### config.mk
export PLATFORM = sky130hd
export DESIGN_NAME = poll_cmd_seq
export DESIGN_NICKNAME = d
export VERILOG_FILES = /design/src/rtl/poll_cmd_seq.sv
export SDC_FILE = /design/constraint.sdc
export NUM_CORES = 1
export LEC_CHECK = 0
export BUFFER_PORTS_ARGS = -buffer_cell sky130_fd_sc_hd__buf_2
export CAP_MARGIN = 20
export CELL_PAD_IN_SITES_DETAIL_PLACEMENT = 0
export CELL_PAD_IN_SITES_GLOBAL_PLACEMENT = 2
export CORE_MARGIN = 2
export CORE_UTILIZATION = 33
export DETAILED_ROUTE_END_ITERATION = 10
export PLACE_DENSITY_LB_ADDON = 0.1
export SLEW_MARGIN = 20
export SYNTH_ARGS = -nofsm -noshare
export SYNTH_HDL_FRONTEND = slang
export SYNTH_SLANG_ARGS = --single-unit
### constraint.sdc
create_clock -name clk -period 6.63 [get_ports clk]
set_input_delay 0.9945 -clock clk [delete_from_list [all_inputs] [get_ports clk]]
set_output_delay 0.9945 -clock clk [all_outputs]
set_load 0.02 [all_outputs]
### src/rtl/poll_cmd_seq.sv
module poll_cmd_seq #(
  parameter int DW = 8,
  parameter int MAX_CMD = 9,
  parameter int MAX_RES = 7,
  parameter int POLL_TRIES = 5,
  parameter int TICKS_PER_US = 125,
  parameter int GAP_US = 50,
  parameter int AW = 3,
  parameter logic [AW-1:0] STAT_ADDR = AW'(4),
  parameter logic [AW-1:0] DATA_ADDR = AW'(5),
  parameter int RDY_BIT = 7,
  parameter int DIR_BIT = 6,
  parameter logic [1:0] LCS_NORMAL = 2'b00
) (
  input  logic                          clk,
  input  logic                          rst_n,
  input  logic                          start,
  input  logic [$clog2(MAX_CMD+1)-1:0]  cmd_len,
  input  logic [$clog2(MAX_RES+1)-1:0]  res_len,
  input  logic [MAX_CMD*DW-1:0]         cmd_buf,
  output logic [AW-1:0]                 bus_addr,
  output logic                          bus_rd,
  output logic                          bus_wr,
  output logic [DW-1:0]                 bus_wdata,
  input  logic [DW-1:0]                 bus_rdata,
  output logic                          busy,
  output logic                          done,
  output logic                          err,
  output logic                          res_ok,
  output logic [MAX_RES*DW-1:0]         res_buf
);

  localparam int IDX_W   = $clog2((MAX_CMD > MAX_RES ? MAX_CMD : MAX_RES) + 1);
  localparam int TRY_W   = $clog2(POLL_TRIES + 1);
  localparam int GAP_CYC = (TICKS_PER_US * GAP_US > 0) ? TICKS_PER_US * GAP_US : 1;
  localparam int GAP_W   = $clog2(GAP_CYC + 1);

  typedef enum logic [3:0] {
    S_IDLE, S_POLL, S_EVAL, S_GAP, S_WR, S_RD, S_CAPT, S_DONE, S_ERR
  } state_t;

  state_t            state;
  logic [IDX_W-1:0]  idx, cl_q, rl_q;
  logic              phase_rd;
  logic [TRY_W-1:0]  tries;
  logic [GAP_W-1:0]  gap_cnt;
  logic              stat_rdy_q, stat_dir_q;
  logic              ok_q;
  logic [DW-1:0]     rq [MAX_RES];

  wire poll_ok  = bus_rdata[RDY_BIT] && (bus_rdata[DIR_BIT] == phase_rd);
  wire last_try = (tries == TRY_W'(POLL_TRIES - 1));
  wire last_cmd = ((idx + IDX_W'(1)) == cl_q);
  wire last_res = ((idx + IDX_W'(1)) == rl_q);

  assign bus_rd   = (state == S_POLL) || (state == S_RD);
  assign bus_wr   = (state == S_WR);
  assign bus_addr = (state == S_WR || state == S_RD) ? DATA_ADDR : STAT_ADDR;
  assign busy     = (state != S_IDLE) && (state != S_DONE) && (state != S_ERR);
  assign done     = (state == S_DONE);
  assign err      = (state == S_ERR);
  assign res_ok   = ok_q;

  always_comb begin
    bus_wdata = '0;
    for (int k = 0; k < MAX_CMD; k++)
      if (idx == IDX_W'(k)) bus_wdata = cmd_buf[k*DW +: DW];
  end

  for (genvar g = 0; g < MAX_RES; g++) begin : g_res
    assign res_buf[g*DW +: DW] = rq[g];
  end

  always_ff @(posedge clk) begin
    if (!rst_n) begin
      state      <= S_IDLE;
      idx        <= '0;
      cl_q       <= '0;
      rl_q       <= '0;
      phase_rd   <= 1'b0;
      tries      <= '0;
      gap_cnt    <= '0;
      stat_rdy_q <= 1'b0;
      stat_dir_q <= 1'b0;
      ok_q       <= 1'b0;
      for (int k = 0; k < MAX_RES; k++) rq[k] <= '0;
    end else begin
      case (state)
        S_IDLE: if (start) begin
          cl_q  <= IDX_W'(cmd_len);
          rl_q  <= IDX_W'(res_len);
          idx   <= '0;
          tries <= '0;
          ok_q  <= 1'b0;
          for (int k = 0; k < MAX_RES; k++) rq[k] <= '0;
          if (cmd_len != '0) begin
            phase_rd <= 1'b0;
            state    <= S_POLL;
          end else if (res_len != '0) begin
            phase_rd <= 1'b1;
            state    <= S_POLL;
          end else begin
            state    <= S_DONE;
          end
        end
        S_POLL: state <= S_EVAL;
        S_EVAL: begin
          stat_rdy_q <= bus_rdata[RDY_BIT];
          stat_dir_q <= bus_rdata[DIR_BIT];
          if (poll_ok) begin
            tries <= '0;
            state <= phase_rd ? S_RD : S_WR;
          end else if (last_try) begin
            ok_q  <= 1'b0;
            state <= S_ERR;
          end else begin
            tries   <= tries + TRY_W'(1);
            gap_cnt <= GAP_W'(GAP_CYC - 1);
            state   <= S_GAP;
          end
        end
        S_GAP: begin
          if (gap_cnt == '0) state <= S_POLL;
          else gap_cnt <= gap_cnt - GAP_W'(1);
        end
        S_WR: begin
          if (last_cmd) begin
            idx <= '0;
            if (rl_q != '0) begin
              phase_rd <= 1'b1;
              state    <= S_POLL;
            end else begin
              state    <= S_DONE;
            end
          end else begin
            idx   <= idx + IDX_W'(1);
            state <= S_POLL;
          end
        end
        S_RD: state <= S_CAPT;
        S_CAPT: begin
          for (int k = 0; k < MAX_RES; k++)
            if (idx == IDX_W'(k)) rq[k] <= bus_rdata;
          if (idx == '0) ok_q <= (bus_rdata[DW-1:DW-2] == LCS_NORMAL);
          if (last_res) begin
            state <= S_DONE;
          end else begin
            idx   <= idx + IDX_W'(1);
            state <= S_POLL;
          end
        end
        S_DONE:  state <= S_IDLE;
        S_ERR:   state <= S_IDLE;
        default: state <= S_IDLE;
      endcase
    end
  end

  AST_WR_NEEDS_OUTBOUND: assert property (@(posedge clk) disable iff (!rst_n)
    bus_wr |-> (stat_rdy_q && !stat_dir_q));

  AST_RD_NEEDS_INBOUND: assert property (@(posedge clk) disable iff (!rst_n)
    (bus_rd && bus_addr == DATA_ADDR) |-> (stat_rdy_q && stat_dir_q));

  AST_TRY_BOUND: assert property (@(posedge clk) disable iff (!rst_n)
    tries < TRY_W'(POLL_TRIES));

  AST_QUIET_AFTER_ERR: assert property (@(posedge clk) disable iff (!rst_n)
    err |=> (!bus_wr && !bus_rd && !res_ok));

  AST_POLL_NOT_BACK_TO_BACK: assert property (@(posedge clk) disable iff (!rst_n)
    (bus_rd && bus_addr == STAT_ADDR) |=> (!bus_rd && !bus_wr));

  AST_PULSE_EXCLUSIVE: assert property (@(posedge clk) disable iff (!rst_n)
    !(done && err));

  AST_PULSE_ONE_CYCLE: assert property (@(posedge clk) disable iff (!rst_n)
    (done || err) |=> (!done && !err && !busy));

  AST_ONE_STROBE: assert property (@(posedge clk) disable iff (!rst_n)
    $onehot0({bus_rd, bus_wr}));

endmodule

==> results of run 1 <==
[cell usage in the layout, fill, tap and decap left out, types with 10 or more instances in the layout]
cell	synthesis	final
buf_2	18	160
edfxtp_1	56	56
nor2_1	40	40
nand2_1	34	34
a21oi_1	33	33
and3_1	33	33
dfxtp_1	33	33
and2_1	27	27
inv_1	19	19
xor2_1	15	15
nor2b_1	12	12
a31oi_1	12	12
nand3_1	12	12
o22ai_1	11	11
nor3_1	10	10
nand3b_1	10	10
[area by class of cell]
| cell class | instances | area share |
|---|---|---|
| Tap cell | 184 | 0.0374 |
| Timing Repair Buffer | 163 | 0.134 |
| Clock buffer | 9 | 0.0365 |
| Multi-Input combinational cell | 367 | 0.388 |
| Inverter | 20 | 0.0122 |
| Sequential cell | 89 | 0.380 |
| Clock inverter | 7 | 0.0128 |
[worst max-delay path by stage]
stage / startpoint / end / slack [ns] / depth (start not counted)
final: idx[0]$_SDFFE_PN0P_ / bus_wdata[6] / 2.67 / 8
after floorplan: cmd_buf[10] / bus_wdata[2] / 3.66 / 5
after global routing: idx[0]$_SDFFE_PN0P_ / bus_wdata[6] / 2.34 / 8
after detailed placement: idx[0]$_SDFFE_PN0P_ / bus_wdata[6] / 2.97 / 8
after global placement: idx[0]$_SDFFE_PN0P_ / bus_wdata[5] / 3.08 / 8
after CTS: idx[0]$_SDFFE_PN0P_ / bus_wdata[6] / 2.58 / 8
[state kept, by name (all words and copies together) (netlist names)]
signal and cells:
rq 56, gap_cnt 13, cl_q 4, idx 4
state 4, rl_q 3, tries 3, phase_rd 1
res_ok 1
[worst max-delay path, delay by kind of cell (launching register included)]
| family | cells | cell delay (ns) |
|---|---|---|
| AO/OA/AOI/OAI | 4 | 0.79 |
| buffers and inverters | 2 | 0.34 |
| flip-flops | 1 | 0.39 |
| adder cells (fa/ha/maj) | 1 | 0.72 |
| AND/OR/NAND/NOR | 1 | 0.38 |
[per-layer routing]
metal | up-vias | track usage | wire length (um)
met3 | 7 | 0.0477 | 857
met1 | 2053 | 0.227 | 6620
met5 | - | 0 | 0
met4 | 0 | 0.0349 | 108
met2 | 132 | 0.304 | 7090
li1 | 2135 | - | -
[logic make-up after synthesis]
group / after synthesis / share of synthesized area
simple gates: 219 / 0.255
compound gates: 107 / 0.146
flops: 89 / 0.471
buf+inv: 55 / 0.0498
xor+xnor: 22 / 0.0387
mux: 9 / 0.0181
fa+ha+maj: 8 / 0.0201
other cells: 2 / 0.00151
[power groups by stage]
stage	registers, mW	logic, mW	clock network [mW]
5_1_grt	0.677	0.315	0.544
4_1_cts	0.672	0.293	0.522
2_1_floorplan	0.716	0.151	0
3_3_place_gp	0.684	0.291	0
3_5_place_dp	0.685	0.292	0
6_report	0.671	0.290	0.508
[through the flow]
step / hold slack [ns] / utilization
finish: 0.501 / 0.421
global route: 0.522 / 0.421
CTS: 0.508 / 0.421
detailed placement: 0.499 / 0.400
global placement: 0.483 / 0.400
floorplan: 0.470 / -
==> flow_results.org, run 1 <==
** Run status
- Status :: completed

** Hold path
- The min-delay analysis places its worst path in the category reg2reg.
- WHS Endpoint :: tries[2]$_SDFFE_PN0P_
- Min-Delay Startpoint :: tries[2]$_SDFFE_PN0P_
- Worst hold path cell count :: 2

** Placement
- Final Wtd Congestion :: 0.804
- After detailed placement, the design holds a cell count of 823.
- DP Worst Slack :: 2.97 ns
- Port buffering added 160 buffers.
- Standard cell area after detailed placement :: 5860 sq um
- After legalization and detailed placement, the total HPWL measured 10900 um.

** Die
- Initial cell density of the core :: 0.340
- Number of core rows :: 44
- The die is 127 um wide.
- Chip height :: 127 um
- After floorplanning, the core was sized to cover 14600 sq um.
- The die covers 16100 sq um.
- Top-level I/O count :: 163

** Route
- Total via count in the routed design :: 4327
- Router iterations before antenna repair :: 4
- In this run the remaining antenna-violating nets after routing total 0.
- For this block, the initial DRC count from the detailed router was 185.
- Detailed-route wire length :: 14700 um
- For this run, design rule violations remaining after detail routing come to 0.
- In the final routed layout, each cell accounts on average for 17.5 um.
- In the routed layout, each cell is associated on average with a via count of 5.16.

** Clock network
- CTS tree :: yes
- Setup Buffers After CTS :: 0
- Post-CTS Hold Fix Bufs :: 0
- Clock-pin slew was measured on the worst setup and hold paths at 0.07 ns.
- # resized after CTS :: 0
- The tree is rooted in a clkbuf_16.
- Counting the buffers created by CTS gives 9.
- Clock latency on the worst-skew pair, taken at its later pin, is 0.34 ns.
- In this run the deepest clock path goes through 2 buffers.
- Deepest level of the CTS H-tree :: 3
- CTS saw 89 sinks.

** Setup path
- Launch instance of the worst register-to-register path :: idx[2]$_SDFFE_PN0P_
- In this design, the stage delay of the slowest critical-path cell is 0.72 ns.
- The worst setup path is captured at an output port.
- STA puts the critical path data required time at 5.64 ns.
- Biggest fanout along the worst timing path :: 25
- On the critical path, the stage with the largest delay is an instance of ha_1.
- The worst register-to-register path has a setup slack of 3.73 ns.
- Cells on worst reg2reg path :: 3
- The worst register-to-register path ends at rq[6][7]$_SDFFCE_PN0P_.
- The setup path with the least slack is of type reg2out.
- The worst setup path is launched from a flip-flop.
- Worst path arrival time :: 2.96 ns
- Worst-path cell chain :: inv_1 > ha_1 > nor2b_1 > a221oi_1 > o31ai_1 > a32oi_1 > a21oi_1 > buf_2

** STA
- Final clock skew :: 0.00765 ns
- The worst pin sits at a relative slew slack of 0.365.
- Setup repair after global routing left no endpoint under its margin.
- TNS Setup :: 0 ns
- Final hold violation count :: 0
- Worst path setup slack after routing :: 2.67 ns
- The worst path in the final design needs a cycle of 3.96 ns, including I/O delays and setup.
- Fin crit share :: 0.597
- FMAX :: 0.253 GHz
- Worst-Margin Slew :: 0.950 ns
- Max-slew violations :: 0
- Setup violations remaining at the end of the flow were counted as 0.

** Power
- After layout, the design draws a total of 1.47 mW.
- In this run the power density over the cells is 238 nW/um^2.
- Clk pwr share :: 0.346
- The internal portion of the total power is 1.02 mW.
- Of the total power, registers draw 0.457.
- The share of total power dissipated in combinational logic is 0.197.
- Net switching fraction of the power :: 0.309
- Peak supply drop :: 0.190 mV
- The analysis attributes to cell leakage a power of 2.74 nW.
- The analysis attributes to net switching a power of 0.454 mW.

** Synthesis
- The synthesized design contains 89 register bits.
- Of all flip-flops after synthesis, the portion carrying an async set or reset was 0.
- The most common cell in the synthesized netlist is edfxtp_1.
- Share of the yosys chip area belonging to registers :: 0.471
- Synth area leader :: edfxtp_1
- In the post-synthesis netlist, the biggest area contributors are edfxtp_1 (34%), dfxtp_1 (13%), and3_1 (4.1%).
- Counting every net in the synthesized netlist gives 609.
- In this run the mean area of a mapped cell was 9.74 sq um.
- After synthesis, the most frequently instantiated cells are edfxtp_1 (56), nor2_1 (40), nand2_1 (34).
- Distinct cell type count of the synthesized netlist :: 67
- The share of synthesized area in the top cell type comes to 0.338.
- Post-synth EDFFs :: 56
- Post-synth top flop :: edfxtp_1
- Count of yosys warnings during synthesis :: 0
- After synthesis the cells add up to 4980 sq um.
- Synthesis produced a netlist whose cell count is 511.

** Run
- Across the run, the number of max-cap violations was 0.

** Final layout
- Layout overhead on the synthesized area :: 23.9%
- Summing all multi-input logic gate instances after layout gives 2390 sq um.
- Inserted Diodes :: 0
- Nets@finish :: 748
- After routing the design area is 6160 sq um.
- Register area :: 2340 sq um
- The count of cells in the finished layout, fillers not included, comes to 839.
- Fraction of final layout cells with drive strength greater than 1 :: 0.299
- The layout has 1499 filler cells.

** Global route
- The number of antenna violations at the first check in global routing was 0.
- For this run the aggregate overflow at the end of global routing stands at 0.
- Entering global routing, the biggest net connects 36 pins.
- The via count of the first global-routing pass was 4093.
- The first global-routing pass estimated 22200 um of wire.
- Total Routing Usage GR :: 0.177
(Power assumes the default switching activity.)
==> run 2: changes to the inputs <==
- ABC_AREA: unset -> 1
- CORE_UTILIZATION: 33 -> 28
- clock period: 6.63 -> 3.8 ns (I/O delays scaled with it)
==> flow_results.org, run 2 <==
** Clock network
- CTS Sinks :: 89
- CTS Root Cell :: clkbuf_16
- The clock passes through at most 2 buffers.
- For the worst-skew pair, the clock arrives at the later sink with an insertion delay of 0.35 ns.
- The number of setup buffers added after CTS is 0.
- Gates resized during post-CTS repair numbered 0.
- Deepest level of the CTS H-tree :: 3
- TritonCTS built the clock tree.
- Clock-pin slew was measured on the worst setup and hold paths at 0.07 ns.
- Counting the buffers created by CTS gives 9.
- Post-CTS Hold Fix Bufs :: 0

** Synthesis
- Seq cells post-synth :: 89
- Of the synthesized area, sequential elements account for 0.476.
- Post-Synthesis Cell Area :: 4920 sq um
- In this run, synthesis inferred 56 flip-flops with an integrated enable.
- Measured against the total synthesized area, the mux share comes to 0.
- Share of synthesized registers carrying an async set or reset :: 0
- During synthesis, Yosys emitted a total of 0 warnings.
- Fraction of synthesized cell area taken by the top area cell type :: 0.342
- The area fraction in compound gates after synthesis was 0.0735.
- Top cells by area in the synthesized netlist :: edfxtp_1 (34%), nand2_1 (14%), dfxtp_1 (13%)
- nand2_1 is the most common cell in the netlist.
- Among all flip-flop cells after synthesis, the most frequent one is edfxtp_1.
- Number of instances in the synthesized netlist :: 653
- Most frequent cells after synthesis :: nand2_1 (181), nor2_1 (105), inv_1 (75), edfxtp_1 (56), nand3_1 (54)
- Dividing the synthesized area by the synthesized cell count gives 7.53 sq um.
- Number of nets in the synthesized netlist :: 751
- Of the total synthesized cell area, the portion taken by full adders, half adders and majority gates is 0.0204.
- Synthesized-area fraction occupied by and/or/nand/nor cells :: 0.331
- After synthesis, the largest family of logic cells by area is simple AND/OR/NAND/NOR gates.
- Distinct cell type count of the synthesized netlist :: 34
- Of the total synthesized cell area, the portion taken by XOR and XNOR cells is 0.0178.
- Synth area leader :: edfxtp_1

** Global route
- Global routing finished with a remaining overflow of 0.
- First-pass GRT wire length :: 23500 um
- The number of antenna violations at the first check in global routing came to 1.
- Maximum number of pins on one net before global-route repair :: 21
- Across every metal layer, demand over resource in global routing totals 0.168.
- Via count of the first global-routing pass :: 4481

** Power
- The share of total power dissipated in combinational logic is 0.218.
- In this run the static leakage power is 3.12 nW.
- Peak supply drop :: 0.227 mV
- The design draws 2.64 mW.
- Power spread over the standard cell area amounts to 423 nW/um^2.
- Int Power :: 1.78 mW
- Clk pwr share :: 0.341
- Switching power of the nets :: 0.866 mW
- Relative contribution of sequential cells to total power :: 0.441
- Net switching fraction of the power :: 0.328

** Setup path
- Critical Path End Type :: output port
- The critical path in this run is classified as reg2out.
- In this run the worst path has a maximum fanout of 14.
- The worst register-to-register path has a setup slack of 1.12 ns.
- For the worst setup path, the data required time is 3.23 ns.
- In this run the critical register-to-register path is captured at rq[6][4]$_SDFFCE_PN0P_.
- Launch instance of the worst register-to-register path :: idx[0]$_SDFFE_PN0P_
- Element type at the critical path start :: flip-flop
- Counting cells, the worst reg-to-reg path comes to 6.
- Worst path arrival time :: 2.46 ns

** Final layout
- Leading registers by flop count :: rq (56), gap_cnt (13)
- Fraction of final layout cells with drive strength greater than 1 :: 0.254
- The library cells used most frequently in the layout, excluding fill and tap cells, are nand2_1 (181), buf_2 (160), nor2_1 (105), inv_1 (75), edfxtp_1 (56).
- Flip-flop count of the largest register after layout :: 56
- Layout overhead on the synthesized area :: 27.0%
- Most common cell after layout, fill and taps aside :: nand2_1
- The count of cells in the finished layout, fillers not included, comes to 1046.
- Register bank with the most flops :: rq
- Nets@finish :: 913

** STA
- The max-slew violation count is 0.
- Across the routed clock network, the largest skew measured is 0.00971 ns.
- Worst path setup slack after routing :: 0.770 ns
- Adding up every negative setup slack in the final design gives 0 ns.
- The final-report hold violation count is 0.
- Setup repair after global routing missed its margin :: no
- Of the available clock period, the critical path in the final layout requires 0.797.
- Timing would allow up to 0.330 GHz.
- The worst path needs 3.03 ns of the cycle, external delays included.
- Relative slew margins :: 0.391
- Final setup viols :: 0
- For the pin with the worst max-slew slack, the measured transition is 0.907 ns.

** Route
- The detailed router finished its first iteration with 198 violations.
- In the final routed layout, each cell accounts on average for 14.8 um.
- Via density per instance :: 4.52
- Number of nets still failing antenna checks after routing :: 0
- Detailed-route wire length :: 15500 um
- Total via count in the routed design :: 4723
- DRC :: 0
- Router iterations before antenna repair :: 4

** Placement
- Placed wire-length estimate after detailed placement :: 12200 um
- Final Wtd Congestion :: 0.798
- Prior to clock tree synthesis, the placed netlist has a worst setup slack of 1.11 ns.
- Number of placed instances, taps included :: 1029
- During placement, the flow inserted port buffers numbering 160.

** Run
- Number of max-cap violations :: 0

** Die
- Chip height :: 137 um
- The die covers 18600 sq um.
- Row generation in the floorplan step produced 48 rows.
- The floorplan step defined a core boundary enclosing 17200 sq um.
- For this configuration, the core starts out at a cell density of 0.285.
- For this design the top-level I/O count stands at 163.
- The die is 137 um wide.

** Hold path
- In this run the most critical hold path is launched from cmd_len[3].
- The tightest min-delay check is of the in2reg type.
- Worst hold path cell count :: 3
- WHS Endpoint :: cl_q[3]$_SDFFE_PN0P_

** Run status
- The flow ran to the end, and the final reports show no timing, DRC or antenna violations.
## run 2: changes by cell type in the layout (fill, tap and decap cells not counted), moves of 10 or more
cell      change
nor2_1       +65
nor2b_1      -12
inv_2        +10
o21ai_0      +15
and2_1       -26
nand3_1      +42
inv_1        +56
nand2_1     +147
a31oi_1      -10
and3_1       -33
nand3b_1     -10
## run 2: layout make-up
cell class              count  area (sq um)
fillers                  1859         11000
flip-flops and latches     89          2340
multi-input cells         467          2180
repair buffers            163           823
inverters                  85           319
well taps                 225           282
clock buffers               9           225
clock inverters             7          68.8
diodes                      1          2.50
## run 2: kinds of logic after synthesis
group / Yosys count
simple gates: 383
compound gates: 64
other cells: 2
fa+ha+maj: 8
flops: 89
xor+xnor: 10
buf+inv: 97
## run 2: per-layer routing
metal,track usage,up-vias,part of all wire
met1,0.218,2139,0.45
met3,0.0326,12,0.049
met5,0,-,0
li1,-,2438,-
met2,0.283,134,0.48
met4,0.0480,0,0.013
## run 2: critical path, stage by stage, from the launching register on
cell and delay, ns:
dfxtp_1 0.46, inv_1 0.16, ha_1 0.28, nand3_1 0.37, inv_1 0.24, nand2_1 0.10
nand2_1 0.05, a31oi_1 0.13, nand2_1 0.08, nand2_1 0.06, nand2_1 0.04, buf_2 0.15
## run 2: how the worst max path moves through the flow
stage,startpoint,end,slack (ns),depth (start not counted)
after floorplan,idx[0]$_SDFFE_PN0P_,bus_wdata[6],1.63,8
after global placement,idx[0]$_SDFFE_PN0P_,bus_wdata[7],1.22,11
after detailed placement,idx[0]$_SDFFE_PN0P_,bus_wdata[7],1.11,11
after CTS,idx[0]$_SDFFE_PN0P_,bus_wdata[7],0.72,11
after global routing,idx[0]$_SDFFE_PN0P_,bus_wdata[7],0.47,10
final,idx[0]$_SDFFE_PN0P_,bus_wdata[7],0.77,11
## run 2: power groups by stage
stage	clock [mW]	combinational, mW	sequential [mW]
6_report	0.902	0.575	1.17
5_1_grt	0.955	0.646	1.18
4_1_cts	0.916	0.582	1.17
3_5_place_dp	0	0.580	1.19
3_3_place_gp	0	0.580	1.19
2_1_floorplan	0	0.305	1.26
## run 2: through the flow
step	util	hold slack (ns)	cell area, sq um
after global placement	0.345	0.484	5950
after global routing	0.362	0.459	6240
after detailed placement	0.345	0.491	5950
after CTS	0.362	0.454	6240
after floorplan	-	0.455	4920
final	0.362	0.468	6240
==> run 3: changes to the inputs <==
- CORE_UTILIZATION: 28 -> 25
- clock period: 3.8 -> 2.48 ns (I/O delays scaled with it)
==> flow_results.org, run 3 (synthesis results as in run 2) <==
** Setup path
- Worst-path cell chain :: inv_4 > ha_1 > inv_2 > nor2_4 > buf_4 > nand3_1 > nand3_1 > o211ai_1 > nand3_1 > nand2_1 > nand3_1 > buf_2
- The slowest stage of the critical path is the dfxtp_4 cell.
- On the worst path, the slowest cell contributes a delay of 0.39 ns.
- Element type at the critical path start :: flip-flop
- In this run the worst path has a maximum fanout of 6.
- Critical Path End Type :: output port
- Worst path arrival time :: 1.97 ns
- Critical path buffers and inverters :: 4
- The cell family contributing the most delay on the critical path is simple AND/OR/NAND/NOR gates.
- Critical setup path kind :: reg2out
- Data on the critical path is required at its endpoint by 2.11 ns.
- Among the stages of the critical path, the cell type that occurs most often is nand3_1.

** Route
- Dividing the detail-routed wire length by the instance count gives 14.5 um.
- Summing over every cut layer, the via total after detailed routing is 4748.
- Via density per instance :: 4.31
- In this run, the number of DRC markers left after iteration 0 of detailed routing was 162.
- Router iterations before antenna repair :: 4
- DRC :: 0
- Number of nets still failing antenna checks after routing :: 0
- Detailed-route wire length :: 16000 um

** Final layout
- Measured on the finished design, the core utilization comes to 0.335.
- From synthesis to final layout, the design area changed by 32.1%.
- Leading registers by flop count :: rq (56), gap_cnt (13)
- Most common cell after layout, fill and taps aside :: nand2_1
- Inserted Diodes :: 0
- Most frequent cells in the layout :: nand2_1 (179), buf_2 (159), nor2_1 (103), inv_1 (72), edfxtp_1 (56)
- At the end of the flow, the number of nets in the layout was 929.
- The register with the most flip-flops in the final layout is rq.
- The register with the most flip-flops in the layout has 56 of them.
- Fill cells in the final layout number 2183.
- Fraction of final layout cells with drive strength greater than 1 :: 0.283

** Die
- Chip height :: 144 um
- Top-level I/O count :: 163
- Die width :: 144 um
- The floorplan step defined a die boundary enclosing 20800 sq um.
- The region available for standard cell placement spans 19400 sq um.
- The floorplan has 51 rows.
- For this configuration, the core starts out at a cell density of 0.253.

** Placement
- Placed wire-length estimate after detailed placement :: 12700 um
- Routability-driven placement finished with a final weighted congestion of 0.773.
- In this run the tool buffered the top-level ports with 160 buffer cells.

** Power
- Summing internal, switching and leakage power gives 4.13 mW.
- Peak supply drop :: 0.317 mV
- For this design the ratio of total power to cell area is 635 nW/um^2.
- Static leakage power :: 3.21 nW

** Clock network
- CTS built an H-tree with a depth of 3.
- After clock tree synthesis, the clock-pin slew on the worst setup and hold paths is 0.07 ns.
- CTS Sinks :: 89
- The clock passes through at most 2 buffers.
- CTS Root Cell :: clkbuf_16
- Post-CTS Hold Fix Bufs :: 0
- Buffers inserted during clock tree synthesis total 9.
- At the later pin of the worst-skew pair, clock insertion delay measures 0.35 ns.
- CTS tree :: yes

** Global route
- Entering global routing, the biggest net connects 20 pins.
- The number of antenna violations at the first check in global routing was 1.
- Residual overflow from global routing :: 0
- The via count of the first global-routing pass was 4530.
- Total Routing Usage GR :: 0.152
- First-pass GRT wire length :: 23900 um

** STA
- Fin crit share :: 0.944
- Final setup viols :: 0
- Setup repair after global routing left no endpoint under its margin.
- Between clock sinks in the finished design, the worst skew comes to 0.00788 ns.
- Minimum clock period after layout :: 2.34 ns
- The max-slew violation count came to 0.
- FMAX :: 0.427 GHz
- The final-report hold violation count is 0.

** Run
- Number of max-cap violations :: 0

** Hold path
- The path class of the tightest hold or removal check is in2reg.

** Run status
- Status :: completed
==> run 3: changes by cell type in the layout (fill, tap and decap cells not counted), sizes merged <==
cell      previous run  this run
diode                1         0
clkinv               0         1
clkbuf               9        10
inv                 90        89
buf                163       179
clkinvlp             2         0
bufinv               0         1
==> run 3: repair_timing <==
item                       4_1_cts  5_1_grt
setup endpoints to repair        8        8
gates resized for setup         13       17
cloned                           0        0
buffers inserted                 0        6
pin swaps                        1        4
==> run 3: metrics by stage <==
stage / hold WS (ns) / area [sq um] / cells / setup TNS [ns] / worst slack [ns]
after detailed placement: 0.490 / 6070 / 1079 / 0 / 0.134
after floorplan: 0.455 / 4920 / 653 / 0 / 0.512
after global placement: 0.481 / 6070 / 1079 / 0 / 0.172
after global routing: 0.289 / 6500 / 1101 / 0 / 0.00873
after CTS: 0.267 / 6410 / 1095 / -0.000882 / -0.000882
final: 0.277 / 6500 / 1101 / 0 / 0.138
==> run 3: tightest hold or removal path: cells and delay by family <==
| kind | cells | cell delay [ns] |
|---|---|---|
| buffers and inverters | 1 | 0.09 |
| and+or+nand+nor | 1 | 0.07 |
| AOI/OAI and AO/OA | 1 | 0.07 |
==> run 3: final cells by class <==
| class | count | area (sq um) | share of cell area |
|---|---|---|---|
| Clock buffer | 10 | 229 | 0.0352 |
| Clock inverter | 6 | 72.6 | 0.0112 |
| Inverter | 85 | 329 | 0.0506 |
| Multi-Input combinational cell | 467 | 2230 | 0.343 |
| Sequential cell | 89 | 2350 | 0.362 |
| Tap cell | 265 | 332 | 0.0510 |
| Timing Repair Buffer | 179 | 957 | 0.147 |
==> run 3: path summary, 6_finish.rpt <==
path                            start                  endpoint  slack (ns)  cells past startpoint
min reg2reg  gap_cnt[12]$_SDFFE_PN0P_  gap_cnt[12]$_SDFFE_PN0P_        0.50                      2
max reg2reg     state[0]$_SDFFE_PN0P_    rq[2][2]$_SDFFCE_PN0P_        0.48                      7
max               idx[0]$_SDFFE_PN0P_              bus_wdata[4]        0.14                     12
min                        cmd_len[3]      cl_q[3]$_SDFFE_PN0P_        0.28                      3
==> run 3: power by group <==
| group | leakage, nW | internal (mW) | switching, mW |
|---|---|---|---|
| combinational | 2.19 | 0.310 | 0.595 |
| sequential | 0.876 | 1.72 | 0.0709 |
| clock | 0.150 | 0.799 | 0.638 |
==> run 3: metal layers <==
| metal | up-vias | share of wire | track usage | wire, um |
|---|---|---|---|---|
| li1 | 2461 | - | - | - |
| met1 | 2165 | 0.45 | 0.194 | 7200 |
| met2 | 112 | 0.49 | 0.262 | 7880 |
| met3 | 10 | 0.049 | 0.0325 | 784 |
| met4 | 0 | 0.0086 | 0.0368 | 137 |
| met5 | - | 0 | 0 | 0 |
